--- config.mk ---
export PLATFORM = sky130hd
export DESIGN_NAME = cnt_stage
export DESIGN_NICKNAME = d
export VERILOG_FILES = /design/src/rtl/cnt_stage_pkg.sv /design/src/rtl/cnt_stage_ctrl.sv /design/src/rtl/cnt_stage_reg.sv /design/src/rtl/cnt_stage_carry.sv /design/src/rtl/cnt_stage.sv
export SDC_FILE = /design/constraint.sdc
export NUM_CORES = 1
export LEC_CHECK = 0
export BUFFER_PORTS_ARGS = -buffer_cell sky130_fd_sc_hd__buf_2
export CORE_AREA = 2 2 39 41
export CTS_CLUSTER_DIAMETER = 150
export CTS_CLUSTER_SIZE = 24
export DETAILED_ROUTE_END_ITERATION = 12
export DIE_AREA = 0 0 41 43
export SETUP_SLACK_MARGIN = 0.3
export SYNTH_ARGS = -nofsm -noshare
export SYNTH_HDL_FRONTEND = slang
export SYNTH_HIERARCHICAL = 1
export SYNTH_SLANG_ARGS = --single-unit
--- constraint.sdc ---
create_clock -name clk -period 2.5 [get_ports clk]
set_clock_uncertainty 0.05 [all_clocks]
set_input_delay 0.125 -clock clk [delete_from_list [all_inputs] [get_ports clk]]
set_output_delay 0.125 -clock clk [all_outputs]
set_load 0.01 [all_outputs]
--- src/rtl/cnt_stage_pkg.sv ---
package cnt_stage_pkg;

  typedef enum logic [1:0] {
    OP_HOLD  = 2'd0,
    OP_INCR  = 2'd1,
    OP_LOAD  = 2'd2,
    OP_CLEAR = 2'd3
  } cnt_op_e;

endpackage

--- src/rtl/cnt_stage_ctrl.sv ---
module cnt_stage_ctrl
  import cnt_stage_pkg::*;
(
  input  logic    rst_n,
  input  logic    load_n,
  input  logic    en_count,
  input  logic    en_carry,
  output cnt_op_e op
);

  // Priority: clear, then load, then increment, then hold.
  always_comb begin
    if (!rst_n)
      op = OP_CLEAR;
    else if (!load_n)
      op = OP_LOAD;
    else if (en_count && en_carry)
      op = OP_INCR;
    else
      op = OP_HOLD;
  end

endmodule

--- src/rtl/cnt_stage_reg.sv ---
module cnt_stage_reg
  import cnt_stage_pkg::*;
#(
  parameter int WIDTH      = 4,
  parameter int SYNC_RESET = 0
) (
  input  logic             clk,
  input  logic             rst_n,
  input  cnt_op_e          op,
  input  logic [WIDTH-1:0] din,
  output logic [WIDTH-1:0] q
);

  localparam logic [WIDTH-1:0] ONE = {{(WIDTH-1){1'b0}}, 1'b1};

  logic [WIDTH-1:0] q_nxt;

  always_comb begin
    unique case (op)
      OP_CLEAR: q_nxt = '0;
      OP_LOAD:  q_nxt = din;
      OP_INCR:  q_nxt = q + ONE;
      default:  q_nxt = q;
    endcase
  end

  generate
    if (SYNC_RESET != 0) begin : g_sync_clr
      always_ff @(posedge clk) begin
        q <= q_nxt;
      end
    end else begin : g_async_clr
      always_ff @(posedge clk or negedge rst_n) begin
        if (!rst_n)
          q <= '0;
        else
          q <= q_nxt;
      end
    end
  endgenerate

endmodule

--- src/rtl/cnt_stage_carry.sv ---
module cnt_stage_carry #(
  parameter int WIDTH = 4
) (
  input  logic             rst_n,
  input  logic             en_carry,
  input  logic [WIDTH-1:0] q,
  output logic             carry_out
);

  localparam logic [WIDTH-1:0] ALL_ONES = {WIDTH{1'b1}};

  // Look-ahead carry: combinational in en_carry, masked while clearing.
  assign carry_out = rst_n && en_carry && (q == ALL_ONES);

endmodule

--- src/rtl/cnt_stage.sv ---
module cnt_stage
  import cnt_stage_pkg::*;
#(
  parameter int WIDTH      = 4,
  parameter int SYNC_RESET = 0
) (
  input  logic             clk,
  input  logic             rst_n,
  input  logic             load_n,
  input  logic [WIDTH-1:0] din,
  input  logic             en_count,
  input  logic             en_carry,
  output logic [WIDTH-1:0] count,
  output logic             carry_out
);

  cnt_op_e op;

  cnt_stage_ctrl u_ctrl (
    .rst_n    (rst_n),
    .load_n   (load_n),
    .en_count (en_count),
    .en_carry (en_carry),
    .op       (op)
  );

  cnt_stage_reg #(
    .WIDTH      (WIDTH),
    .SYNC_RESET (SYNC_RESET)
  ) u_reg (
    .clk   (clk),
    .rst_n (rst_n),
    .op    (op),
    .din   (din),
    .q     (count)
  );

  cnt_stage_carry #(
    .WIDTH (WIDTH)
  ) u_carry (
    .rst_n     (rst_n),
    .en_carry  (en_carry),
    .q         (count),
    .carry_out (carry_out)
  );

endmodule

# Word-level counts from Yosys, hierarchy flattened
# Index checks and enable logic that the tools add are counted.
[classes]
eq_ne = 4
muxes = 4
n_lt_le_gt_ge = 0
multipliers = 0
n_bitwise = 0
div = 0
reduce_logical = 4
shift = 0
add_sub_neg = 1
[op_table]
columns = ["cell", "count"]
rows = [
  ["$pmux W4 S3", 1],
  ["$add A4 B1 Y4 const B", 1],
  ["$eq A2 B2 Y1 const B", 2],
  ["$eq A4 B4 Y1 const B", 1],
  ["$mux W2", 2],
  ["$logic_and A1 B1 Y1", 3],
  ["$reduce_bool A3 Y1", 1],
  ["$eq A2 B1 Y1 const B", 1],
  ["$mux W1", 1],
]
[totals]
register_bits = 4
latchBits = 0
wordCells = 14
inputBits = 9
memories = 0
ramBits = 0
output_inout_bits = 5
mem_bits_ro = 0

# Logic depth before layout (Yosys ltp)
# Gate-level depths: netlist of the first run.
[logic_depth]
word_depth = 6
depth_mapped = 7
depth_no_buf = 7

# Hierarchy
# Netlist of the first run, hierarchy kept.
[by_module_without_submodules]
columns = ["module", "seq_area_each_um2", "instances", "area_each_um2", "cells_per_inst"]
rows = [
  ["cnt_stage_reg", 100.1, 1, 276.5, 29],
  ["cnt_stage_carry", 0.0, 1, 13.8, 3],
  ["cnt_stage_ctrl", 0.0, 1, 12.5, 3],
]

# Least setup slack after synthesis of the first run
# No wires, ideal clock.
[synth_path]
path_type = "input-to-reg"
startpoint = "input port load_n"
endpoint = "register u_reg.q[2]"
path_slack_ns = 1.158
n_path_buf = 0
required_time_ns = 2.326
stages = 7
setup_ns = 0.124
t_arrival_ns = 1.168
path_cell_list = "nand3_1 nand2_1 inv_1 ha_1 nor2b_2 and3_1 a211o_1"
[synth_between]
elab_chain_len = 4
[synth_rtl]
columns = ["element", "line", "source"]
rows = [
  ["start: declaration", "cnt_stage.sv:9", "input logic load_n,"],
  ["$mux W2 *", "cnt_stage_ctrl.sv:15", "else if (!load_n)"],
  ["$mux W2 *", "cnt_stage_ctrl.sv:13", "if (!rst_n)"],
  ["net op[0]", "cnt_stage.sv:17", "cnt_op_e op;"],
  ["$eq A2 B1 Y1 / $eq A2 B2 Y1 (equally long branches)", "cnt_stage_reg.sv:19", "unique case (op)"],
  ["$pmux W4 S3 / $reduce_bool A3 Y1 (equally long branches)", "n/a", ""],
  ["end signal: assignment", "cnt_stage_reg.sv:37", "q <= q_nxt;"],
  ["end: declaration", "cnt_stage_reg.sv:11", "output logic [WIDTH-1:0] q"],
]
# The timed path passes the listed nets; every way through them passes the cells marked *.
# A chain may end at the register's enable or synchronous reset.

# Final worst setup path of the first run
[layout_path]
startpoint = "input port rst_n"
endpoint = "register u_reg.q[3]"
[layout_between]
elab_chain_len = 3
[layout_rtl]
columns = ["element", "line", "source"]
rows = [
  ["start: declaration", "cnt_stage.sv:8", "input logic rst_n,"],
  ["$mux W2 *", "cnt_stage_ctrl.sv:13", ""],
  ["net op[0]", "cnt_stage.sv:17", ""],
  ["$eq A2 B1 Y1 / $eq A2 B2 Y1 (equally long branches)", "cnt_stage_reg.sv:19", ""],
  ["$pmux W4 S3 / $reduce_bool A3 Y1 (equally long branches)", "n/a", ""],
]
# Marks and branches as above.

==> key figures, run 1 <==
Power
  • Peak supply drop: approximately 0.27 mV
  • Leakage: 0.000232 µW
  • Pwr dens: 459 nW/µm²
  • Overall Power: 193 µW

Place
  • Routability cong.: about 0.7
  • Port bufs: 13
  • Placed instance count: 64
  • Post-DP HPWL: between 500 and 600 µm

Layout
  • Nets: 67
  • Largest registers: u_reg/q: 4 flops
  • N_diodes: 0
  • Multi-input gate area: 191 µm²
  • Top reg by flops: u_reg/q
  • Layout Utilization: 30.4%
  • Commonest cells after routing, fill and taps aside: buf_2 (13), nand2_1 (6), ha_1 (4), dfrtp_1 (4)
  • Max reg flops: 4
  • FF/Latch Area: 100 µm²
  • Commonest non-fill, non-tap cell in the layout: buf_2
  • Filler cells: 166
  • Final std cells w/o fill: 68
  • Layout cells sized above 1: 32.7%
  • Synth-to-Final Area Change: 38.8%

CTS
  • Setup Fix Bufs, Post-CTS: 0
  • Max clock buf depth: 2
  • Worst skew pair latency: approximately 0.23 ns
  • Sink Count: 4
  • Clk root buf: clkbuf_4
  • CTS Hold Bufs: 1
  • Cts bufs inserted: 3
  • CTS H-tree lvls: 1
  • Number of gates resized after cts: 0
  • Clk slew on worst S/H paths: 0.04 ns
  • CTS tree: done

Setup path
  • Worst Setup Start Kind: primary input
  • Arr. time, crit path: 1.97 ns
  • Crit path required time: 2.62 ns
  • CP Cell Sequence: dlygate4sd3_1 > buf_2 > nand2_1 > inv_1 > ha_1 > nand2_1 > or4_1 > nand3_1
  • CP most frequent cell: nand2_1
  • CP endpoint kind: register
  • Critical-path top delay cell: dlygate4sd3_1
  • Crit Path Category: in2reg
  • Crit path max fanout: 7
  • CP peak stage delay: 0.53 ns

Detailed routing
  • ANT nets after route: 0
  • Vias per cell: 4.59
  • Post-route DRC: 0
  • Iter 0 DRT Violations: 2
  • WL final: 682 µm
  • Pre-antenna DRT Iters: 3
  • Vias: 312
  • Wire per inst: 10.0 µm

Global route
  • Met3 Use GR: 7.85%
  • Grt ovf: 0
  • Initial antenna violation count: 0
  • First-pass GRT wire length: 1110 µm
  • Met2 usage: between 10% and 20%
  • M1 GR Usage: 11.7%
  • Total Routing Usage GR: between 9 and 10%
  • Vias in the first global route: 287
  • Largest net degree at the start of global routing: 9
  • Top Usage Layer GRT: met2

Synthesis
  • Syn avg cell area: between 8 and 9 µm²
  • Post-synthesis cell area: 303 µm²
  • Mapped Cells: 35
  • Sequential element share of the synthesized area: 33.1%
  • Total number of yosys warnings: 6
  • Yosys top cell by area: dfrtp_1
  • Area contributors post-synth: dfrtp_1 (33%), ha_1 (17%), nand2_1 (7.4%), nand3_1 (5.0%), a22oi_1 (5.0%)
  • Mapped Nets: 48
  • Synth cell types: 17
  • Yosys top cell area share: 33.1%
  • Number of synthesized register bits: 4

Timing
  • Max Slew Vio Count: 0
  • Crit path time final: 1.85 ns
  • Final worst path period share: 74.0%
  • Final Hold Viols: 0
  • # setup viols final: 0
  • Slew @ Worst Pin: 0.274 ns
  • FMAX: 541 MHz
  • RSZ-0062 raised after global routing: false
  • Setup TNS Final: 0 ns
  • Max-slew headroom: 81.5%

Floorplan
  • Initial Util: between 20% and 30%
  • Row count: 14
  • I/O pins: 14
  • Core ar.: between 1000 and 1500 µm²
  • Die area: roughly 1800 µm²
  • Die width: 41 µm
  • Die H: between 40 and 50 µm

Worst hold path
  • Min-Delay Path Class: in2reg

Status
  • Status: finished, final reports clean

Job
  • Max Cap Viol: 0
[cell families (layout without fill, tap and decap cells)]
logic type,count (synthesis),after routing,share of synthesized area (%)
buffers and inverters,3,20,3.72
AO/OA/AOI/OAI,7,7,16.5
adder cells (fa/ha/maj),4,4,16.5
AND/OR/NAND/NOR,17,17,30.2
flip-flops,4,4,33.1
[worst paths after layout]
path                       cells past startpoint                     end              startpoint  slack (ns)
min reg2reg                                    1  u_reg/q[2]$_DFFE_PN0P_  u_reg/q[2]$_DFFE_PN0P_        0.51
max in group asynchronous                      2  u_reg/q[1]$_DFFE_PN0P_                   rst_n        2.06
max reg2reg                                    3  u_reg/q[2]$_DFFE_PN0P_  u_reg/q[0]$_DFFE_PN0P_        1.27
min in group asynchronous                      2  u_reg/q[3]$_DFFE_PN0P_                   rst_n        0.20
min                                            3  u_reg/q[3]$_DFFE_PN0P_                  din[3]        0.12
max                                            8  u_reg/q[3]$_DFFE_PN0P_                   rst_n        0.65
[per-layer routing]
metal  routed length, µm  part of all wire, %
met5                   0                    0
met4                   0                    0
met3                  45                  6.6
met2                 327                   48
met1                 309                   45
[through the flow]
| step | area, µm² | hold slack, ns | setup WS, ns |
|---|---|---|---|
| after floorplan | 303 | -0.221 | 1.16 |
| final | 420 | 0.117 | 0.651 |
| after CTS | 420 | 0.116 | 0.663 |
| after global routing | 420 | 0.120 | 0.575 |
| after global placement | 388 | -0.0960 | 0.981 |
| after detailed placement | 388 | -0.0932 | 0.964 |
[synth_stat cells, drive strengths merged]
cell / n
ha: 4
dfrtp: 4
nand2: 6
and3: 1
a211o: 1
nand3: 3
a22oi: 2
nand4: 2
inv: 3
o21bai: 1
nor2: 1
nand2b: 1
nor2b: 1
a32oi: 1
nor4b: 1
o21ai: 2
or4: 1
[worst max-delay path: cells and delay by family]
| kind | cells | cell delay (ns) |
|---|---|---|
| fa+ha+maj | 1 | 0.33 |
| buf+inv | 3 | 0.76 |
| simple gates | 4 | 0.75 |
[power breakdown]
part | internal, µW | leakage, µW | total, µW | switching (µW)
combinational | 18.7 | 0.000164 | 38.7 | 20.0
sequential | 69.2 | 0.0000544 | 74.5 | 5.29
clock | 53.7 | 0.0000138 | 79.6 | 26.0
[final cells by class]
class,instances,share of cell area (%)
inverter,3,2.68
multi-input combinational,28,45.5
sequential,4,23.8
timing repair buffer,14,17.9
tap,16,4.76
clock buffer,3,5.36
(Power assumes the default switching activity.)
==> run 2: changes to the inputs <==
--- a/config.mk
+++ b/config.mk
@@ -5,6 +5,7 @@
 export SDC_FILE = /design/constraint.sdc
 export NUM_CORES = 1
 export LEC_CHECK = 0
+export ABC_AREA = 1
 export BUFFER_PORTS_ARGS = -buffer_cell sky130_fd_sc_hd__buf_2
 export CORE_AREA = 2 2 39 41
 export CTS_CLUSTER_DIAMETER = 150
==> constraint.sdc (replaced) <==
create_clock -name clk -period 1.9 [get_ports clk]
set_clock_uncertainty 0.05 [all_clocks]
set_input_delay 0.095 -clock clk [delete_from_list [all_inputs] [get_ports clk]]
set_output_delay 0.095 -clock clk [all_outputs]
set_load 0.01 [all_outputs]
==> key figures, run 2 <==
Status
  • Status: finished, final reports clean (unchanged)

Power
  • Clock power share: 40.8% (was 41.3%)
  • Comb pwr share: 20.4% (was 20.1%)
  • Internal Power: 185 µW (was 142 µW)
  • Leakage: 0.000274 µW (was 0.000232 µW)
  • Switching Share: 27.6% (was 26.6%)
  • Peak supply drop: 0.182 mV (was 0.269 mV)
  • Overall Power: 256 µW (was 193 µW)
  • Psw: 70.7 µW (was 51.3 µW)
  • Pwr dens: 579 nW/µm² (was 459 nW/µm²)
  • Sequential Power Share: 38.9% (was 38.6%)

Detailed routing
  • Post-route DRC: 0 (unchanged)
  • Wire per inst: 9.57 µm (was 10.0 µm)
  • ANT nets after route: 0 (unchanged)
  • Iter 0 DRT Violations: 16 (was 2)
  • WL final: 775 µm (was 682 µm)
  • Vias per cell: 4.51 (was 4.59)
  • Pre-antenna DRT Iters: 4 (was 3)
  • Vias: 365 (was 312)

CTS
  • Max clock buf depth: 2 (unchanged)
  • Cts bufs inserted: 3 (unchanged)
  • CTS H-tree lvls: 1 (unchanged)
  • Clk slew on worst S/H paths: 0.04 ns (about the same)
  • Sink Count: 4 (unchanged)
  • Setup Fix Bufs, Post-CTS: 0 (unchanged)
  • Clk root buf: clkbuf_4 (unchanged)
  • CTS tree: done (unchanged)
  • Worst skew pair latency: 0.23 ns (about the same)

Place
  • Post-DP HPWL: 609 µm (was 555 µm)
  • Placed instance count: 77 (was 64)
  • Port bufs: 13 (unchanged)
  • Routability cong.: 0.769 (was 0.686)

Synthesis
  • Synth async-reset ratio: 100% (unchanged)
  • Mapped Cells: 48 (was 35)
  • Yosys top cell area share: 31.1% (was 33.1%)
  • Area contributors post-synth: dfrtp_1 (31%), nand2_1 (26%), ha_1 (16%), inv_1 (9.3%), nand3_1 (4.7%) (was dfrtp_1 (33%), ha_1 (17%), nand2_1 (7.4%), nand3_1 (5.0%), a22oi_1 (5.0%))
  • Yosys top cell by area: dfrtp_1 (unchanged)
  • Mapped Nets: 61 (was 48)
  • Commonest cells in the netlist: nand2_1 (22), inv_1 (8), dfrtp_1 (4), ha_1 (4), nand3_1 (3) (was nand2_1 (6), dfrtp_1 (4), ha_1 (4))
  • Total number of yosys warnings: 6 (unchanged)
  • Number of synthesized register bits: 4 (unchanged)
  • Sequential element share of the synthesized area: 31.1% (was 33.1%)
  • Syn avg cell area: 6.70 µm² (was 8.65 µm²)
  • Synth cell types: 12 (was 17)
  • Most used DFF post-synth: dfrtp_1 (unchanged)
  • Top-count cell post-synth: nand2_1 (unchanged)
  • Number of synthesized flops with an enable pin: 0 (unchanged)
  • Post-synthesis cell area: 322 µm² (was 303 µm²)

Global route
  • First-pass GRT wire length: 1380 µm (was 1110 µm)
  • Vias in the first global route: 334 (was 287)
  • Grt ovf: 0 (unchanged)
  • Total Routing Usage GR: 11.6% (was 9.87%)
  • Initial antenna violation count: 0 (unchanged)
  • Largest net degree at the start of global routing: 8 (was 9)

Timing
  • Max-slew headroom: 85.3% (was 81.5%)
  • # setup viols final: 0 (unchanged)
  • RSZ-0062 raised after global routing: false (unchanged)
  • Setup TNS Final: 0 ns (unchanged)
  • Final Hold Viols: 0 (unchanged)
  • Final worst path period share: 77.9%
  • Slew @ Worst Pin: 0.221 ns (was 0.274 ns)
  • Max Slew Vio Count: 0 (unchanged)
  • Hold Slack: 0.112 ns (was 0.117 ns)
  • Crit path time final: approximately 1.5 ns
  • FMAX: 675 MHz

Worst hold path
  • Min-Delay Path Class: in2reg (unchanged)
  • Hold path depth: 5 (was 3)

Floorplan
  • Die H: 43 µm (unchanged)
  • Row count: 14 (unchanged)
  • Die width: 41 µm (unchanged)
  • Initial Util: 23.2% (was 21.9%)
  • Core ar.: 1380 µm² (unchanged)
  • Die area: 1760 µm² (unchanged)
  • I/O pins: 14 (unchanged)

Layout
  • Nets: 80 (was 67)
  • Final std cells w/o fill: 81 (was 68)
  • Layout cells sized above 1: 27.7% (was 32.7%)
  • Max reg flops: 4 (unchanged)
  • Top reg by flops: u_reg/q (unchanged)
  • Synth-to-Final Area Change: 37.4% (was 38.8%)
  • Commonest non-fill, non-tap cell in the layout: nand2_1 (was buf_2)
  • Largest registers: u_reg/q: 4 flops (unchanged)
  • Commonest cells after routing, fill and taps aside: nand2_1 (22), buf_2 (13), inv_1 (8) (was buf_2 (13), nand2_1 (6), ha_1 (4), dfrtp_1 (4))
  • N_diodes: 0 (unchanged)

Setup path
  • Arr. time, crit path: 1.55 ns (was 1.97 ns)
  • Crit Path Category: in2reg (unchanged)
  • CP endpoint kind: register (unchanged)
  • Crit path required time: 1.97 ns (was 2.62 ns)
  • Crit path max fanout: 7 (unchanged)
  • R2R depth: 4 (was 3)
  • Worst Setup Start Kind: primary input (unchanged)

Job
  • Max Cap Viol: 0 (unchanged)
-- run 2: logic make-up after synthesis --
group	count (synthesis)	share of synthesized area, %
AOI/OAI and AO/OA	4	8.56
adders and majority gates	4	15.6
buffers and inverters	8	9.34
DFF	4	31.1
and+or+nand+nor	28	35.4
-- run 2: timing repair --
item,in CTS,in global routing
hold buffers,1,0
resized for setup,0,1
endpoints found under the setup margin,0,2
endpoints found under the hold margin,4,0
-- run 2: worst max-delay path: stages --
cell	delay (ns)
dlygate4sd3_1	0.52
buf_2	0.18
nand2_1	0.10
inv_1	0.09
ha_2	0.27
nand2_1	0.08
inv_1	0.07
nand2_1	0.09
nand2_1	0.06
-- run 2: worst paths after layout --
path / from / to / slack (ns)
worst max register to register: u_reg/q[0]$_DFFE_PN0P_ / u_reg/q[1]$_DFFE_PN0P_ / 0.72
max in group asynchronous: rst_n / u_reg/q[1]$_DFFE_PN0P_ / 1.48
worst min register to register: u_reg/q[3]$_DFFE_PN0P_ / u_reg/q[3]$_DFFE_PN0P_ / 0.51
min in group asynchronous: rst_n / u_reg/q[2]$_DFFE_PN0P_ / 0.18
worst max-delay path: rst_n / u_reg/q[2]$_DFFE_PN0P_ / 0.42
worst min-delay path: din[3] / u_reg/q[3]$_DFFE_PN0P_ / 0.11
-- run 2: area by class of cell --
class | count | area [µm²]
clock buffer | 3 | 22.5
fill | 155 | 942
inverter | 8 | 30.0
multi-input combinational | 36 | 194
sequential | 4 | 100
tap | 16 | 20.0
timing repair buffer | 14 | 75.1
-- run 2: per-stage QoR --
step | utilization [%] | setup WS [ns] | instance area (µm²)
CTS | 31.7 | 0.419 | 439
finish | 31.9 | 0.419 | 442
global placement | 29.4 | 0.741 | 407
floorplan | - | 0.716 | 322
detailed placement | 29.4 | 0.710 | 407
global route | 31.9 | 0.306 | 442
-- run 2: layer usage --
layer | track usage (%) | routed length (µm)
met5 | 0 | 0
met4 | 4.00 | 0
met3 | 4.71 | 65
met2 | 15.3 | 327
met1 | 16.6 | 383
-- run 2: power groups by stage --
stage,sequential (µW),combinational (µW),clock (µW)
2_1_floorplan,101,26.0,0
3_3_place_gp,99.8,49.6,0
3_5_place_dp,100,50.3,0
4_1_cts,99.4,52.0,111
5_1_grt,101,60.1,115
6_report,99.3,52.1,104
==> run 3: changes to the inputs <==
--- a/config.mk
+++ b/config.mk
@@ -5,7 +5,7 @@
 export SDC_FILE = /design/constraint.sdc
 export NUM_CORES = 1
 export LEC_CHECK = 0
-export ABC_AREA = 1
+export ABC_AREA = 0
 export BUFFER_PORTS_ARGS = -buffer_cell sky130_fd_sc_hd__buf_2
 export CORE_AREA = 2 2 39 41
 export CTS_CLUSTER_DIAMETER = 150
==> constraint.sdc (replaced) <==
create_clock -name clk -period 1.3 [get_ports clk]
set_clock_uncertainty 0.05 [all_clocks]
set_input_delay 0.065 -clock clk [delete_from_list [all_inputs] [get_ports clk]]
set_output_delay 0.065 -clock clk [all_outputs]
set_load 0.01 [all_outputs]
==> key figures, run 3 (synthesis results as in run 1) <==
Status
  • Status: finished, final reports clean (unchanged)

Layout
  • Commonest cells after routing, fill and taps aside: buf_2 (10), buf_4 (9), buf_6 (6) (was nand2_1 (22), buf_2 (13), inv_1 (8))
  • Synth-to-Final Area Change: 101% (was 37.4%)
  • Post-route cell area: 609 µm² (was 442 µm²)
  • Layout cells sized above 1: 67.2% (was 27.7%)
  • Nets: 79 (was 80)
  • Top reg by flops: u_reg/q (unchanged)
  • Max reg flops: 4 (unchanged)
  • Commonest non-fill, non-tap cell in the layout: buf_2 (was nand2_1)
  • Largest registers: u_reg/q: 4 flops (unchanged)
  • Final std cells w/o fill: 80 (was 81)
  • N_diodes: 0 (unchanged)

Timing
  • Hold Slack: 0.0617 ns (was 0.112 ns)
  • Crit path time final: 1.16 ns
  • Max Slew Vio Count: 0 (unchanged)
  • Max-slew headroom: 81.1% (was 85.3%)
  • Final worst path period share: 89.0%
  • # setup viols final: 0 (unchanged)
  • Slew @ Worst Pin: 0.280 ns (was 0.221 ns)
  • FMAX: 864 MHz
  • Final WS setup: 0.143 ns (was 0.419 ns)
  • RSZ-0062 raised after global routing: true (was false)
  • Final Hold Viols: 0 (unchanged)

Floorplan
  • Core ar.: 1380 µm² (unchanged)
  • Die H: 43 µm (unchanged)
  • Die area: 1760 µm² (unchanged)
  • Initial Util: 21.9% (was 23.2%)
  • Die width: 41 µm (unchanged)
  • I/O pins: 14 (unchanged)
  • Row count: 14 (unchanged)

Power
  • Comb pwr share: 33.4% (was 20.4%)
  • Pwr dens: 731 nW/µm² (was 579 nW/µm²)
  • Clock power share: 33.8% (was 40.8%)
  • Overall Power: 445 µW (was 256 µW)
  • Peak supply drop: 0.416 mV (was 0.182 mV)
  • Internal Power: 325 µW (was 185 µW)
  • Switching Share: 27.1% (was 27.6%)
  • Leakage: 0.000308 µW (was 0.000274 µW)
  • Psw: 120 µW (was 70.7 µW)
  • Sequential Power Share: 32.8% (was 38.9%)

Setup path
  • CP peak stage delay: 0.55 ns (was 0.52 ns)
  • Crit path required time: 1.42 ns (was 1.97 ns)
  • Crit Path Category: reg2reg (was in2reg)
  • CP bufs+invs: 0 (was 4)
  • Crit path max fanout: 5 (was 7)
  • R2R Setup Slk: 0.14 ns (was 0.72 ns)
  • CP Cell Sequence: or4_4 > nand3_2 (was dlygate4sd3_1 > buf_2 > nand2_1 > inv_1 > ha_2 > nand2_1 > inv_1 > nand2_1 > nand2_1)
  • CP endpoint kind: register (unchanged)
  • Critical-path top delay cell: or4_4 (was dlygate4sd3_1)
  • Family with the most delay on the worst path: simple AND/OR/NAND/NOR gates (was buffers and inverters)
  • Arr. time, crit path: 1.27 ns (was 1.55 ns)
  • Worst Setup Start Kind: register (was primary input)

Global route
  • Largest net degree at the start of global routing: 9 (was 8)
  • Total Routing Usage GR: 12.4% (was 11.6%)
  • Initial antenna violation count: 0 (unchanged)
  • Grt ovf: 0 (unchanged)
  • Vias in the first global route: 363 (was 334)
  • First-pass GRT wire length: 1450 µm (was 1380 µm)

CTS
  • Cts bufs inserted: 3 (unchanged)
  • Max clock buf depth: 2 (unchanged)
  • CTS tree: done (unchanged)
  • Clk slew on worst S/H paths: 0.04 ns (about the same)
  • CTS H-tree lvls: 1 (unchanged)
  • Clk root buf: clkbuf_4 (unchanged)
  • Worst skew pair latency: 0.23 ns (about the same)
  • Sink Count: 4 (unchanged)

Detailed routing
  • Iter 0 DRT Violations: 0 (was 16)
  • Wire per inst: 11.3 µm (was 9.57 µm)
  • Vias: 379 (was 365)
  • Vias per cell: 4.74 (was 4.51)
  • ANT nets after route: 0 (unchanged)
  • Pre-antenna DRT Iters: 1 (was 4)
  • WL final: 906 µm (was 775 µm)
  • Post-route DRC: 0 (unchanged)

Place
  • Port bufs: 13 (unchanged)
  • Post-DP HPWL: 660 µm (was 609 µm)
  • Placed instance count: 70 (was 77)
  • Routability cong.: 0.737 (was 0.769)
  • Area after DPL: 468 µm² (was 407 µm²)
  • Place WS: -0.0241 ns (was 0.710 ns)

Job
  • Max Cap Viol: 0 (unchanged)

Worst hold path
  • Min-Delay Path Class: in2reg (unchanged)
==> run 3: changes by cell type in the layout (fill, tap and decap cells not counted), moves of 3 or more <==
cell	change
buf_4	+9
buf_6	+6
nand3_1	-3
inv_1	-6
nand3_2	+3
buf_2	-3
nand2_1	-18
==> run 3: per-stage QoR <==
| step | TNS (ns) | utilization, % |
|---|---|---|
| finish | 0 | 44.0 |
| global route | 0 | 44.0 |
| CTS | 0 | 39.0 |
| detailed placement | -0.0336 | 33.8 |
| global placement | -0.0238 | 33.8 |
| floorplan | 0 | - |
==> run 3: timing repair <==
| item | 4_1_cts | 5_1_grt |
|---|---|---|
| buffers inserted | 4 | 2 |
| hold buffers | 1 | 0 |
| cloned | 0 | 0 |
| pin swaps | 3 | 5 |
| resized for setup | 2 | 13 |
| hold endpoints to repair | 4 | 0 |
| endpoints found under the setup margin | 4 | 8 |
==> run 3: routing by layer <==
metal | vias to the layer above | share of wire, % | GRT usage (%)
met5 | - | 0 | 0
met4 | 0 | 1.1 | 10.0
met3 | 2 | 4.7 | 2.62
met2 | 6 | 54 | 18.1
met1 | 179 | 40 | 14.6
li1 | 192 | - | -
==> run 3: worst paths after layout <==
| kind | from | end | cells after the start |
|---|---|---|---|
| worst max-delay path | u_reg/q[3]$_DFFE_PN0P_ | u_reg/q[3]$_DFFE_PN0P_ | 2 |
| worst min-delay path | din[1] | u_reg/q[1]$_DFFE_PN0P_ | 3 |
| worst max register to register | u_reg/q[3]$_DFFE_PN0P_ | u_reg/q[3]$_DFFE_PN0P_ | 2 |
| worst min register to register | u_reg/q[3]$_DFFE_PN0P_ | u_reg/q[3]$_DFFE_PN0P_ | 2 |
| max in group asynchronous | rst_n | u_reg/q[1]$_DFFE_PN0P_ | 3 |
| min in group asynchronous | rst_n | u_reg/q[3]$_DFFE_PN0P_ | 3 |
==> run 3: power by group through the flow <==
stage / sequential (µW) / clock [µW] / combinational [µW]
2_1_floorplan: 150 / 0 / 50.4
3_3_place_gp: 147 / 0 / 104
3_5_place_dp: 148 / 0 / 106
4_1_cts: 145 / 160 / 124
5_1_grt: 147 / 167 / 161
6_report: 146 / 150 / 149
==> run 3: final cells by class <==
class	count	area, µm²
Multi-Input combinational cell	28	258
Clock buffer	3	22.5
Sequential cell	4	103
Tap cell	16	20.0
Inverter	3	11.3
Timing Repair Buffer	26	195
Fill cell	141	774
==> run 3: worst min-delay path: cells and delay by family <==
family / cells / cell delay, ns
AOI/OAI and AO/OA: 2 / 0.15
buffers and inverters: 1 / 0.08
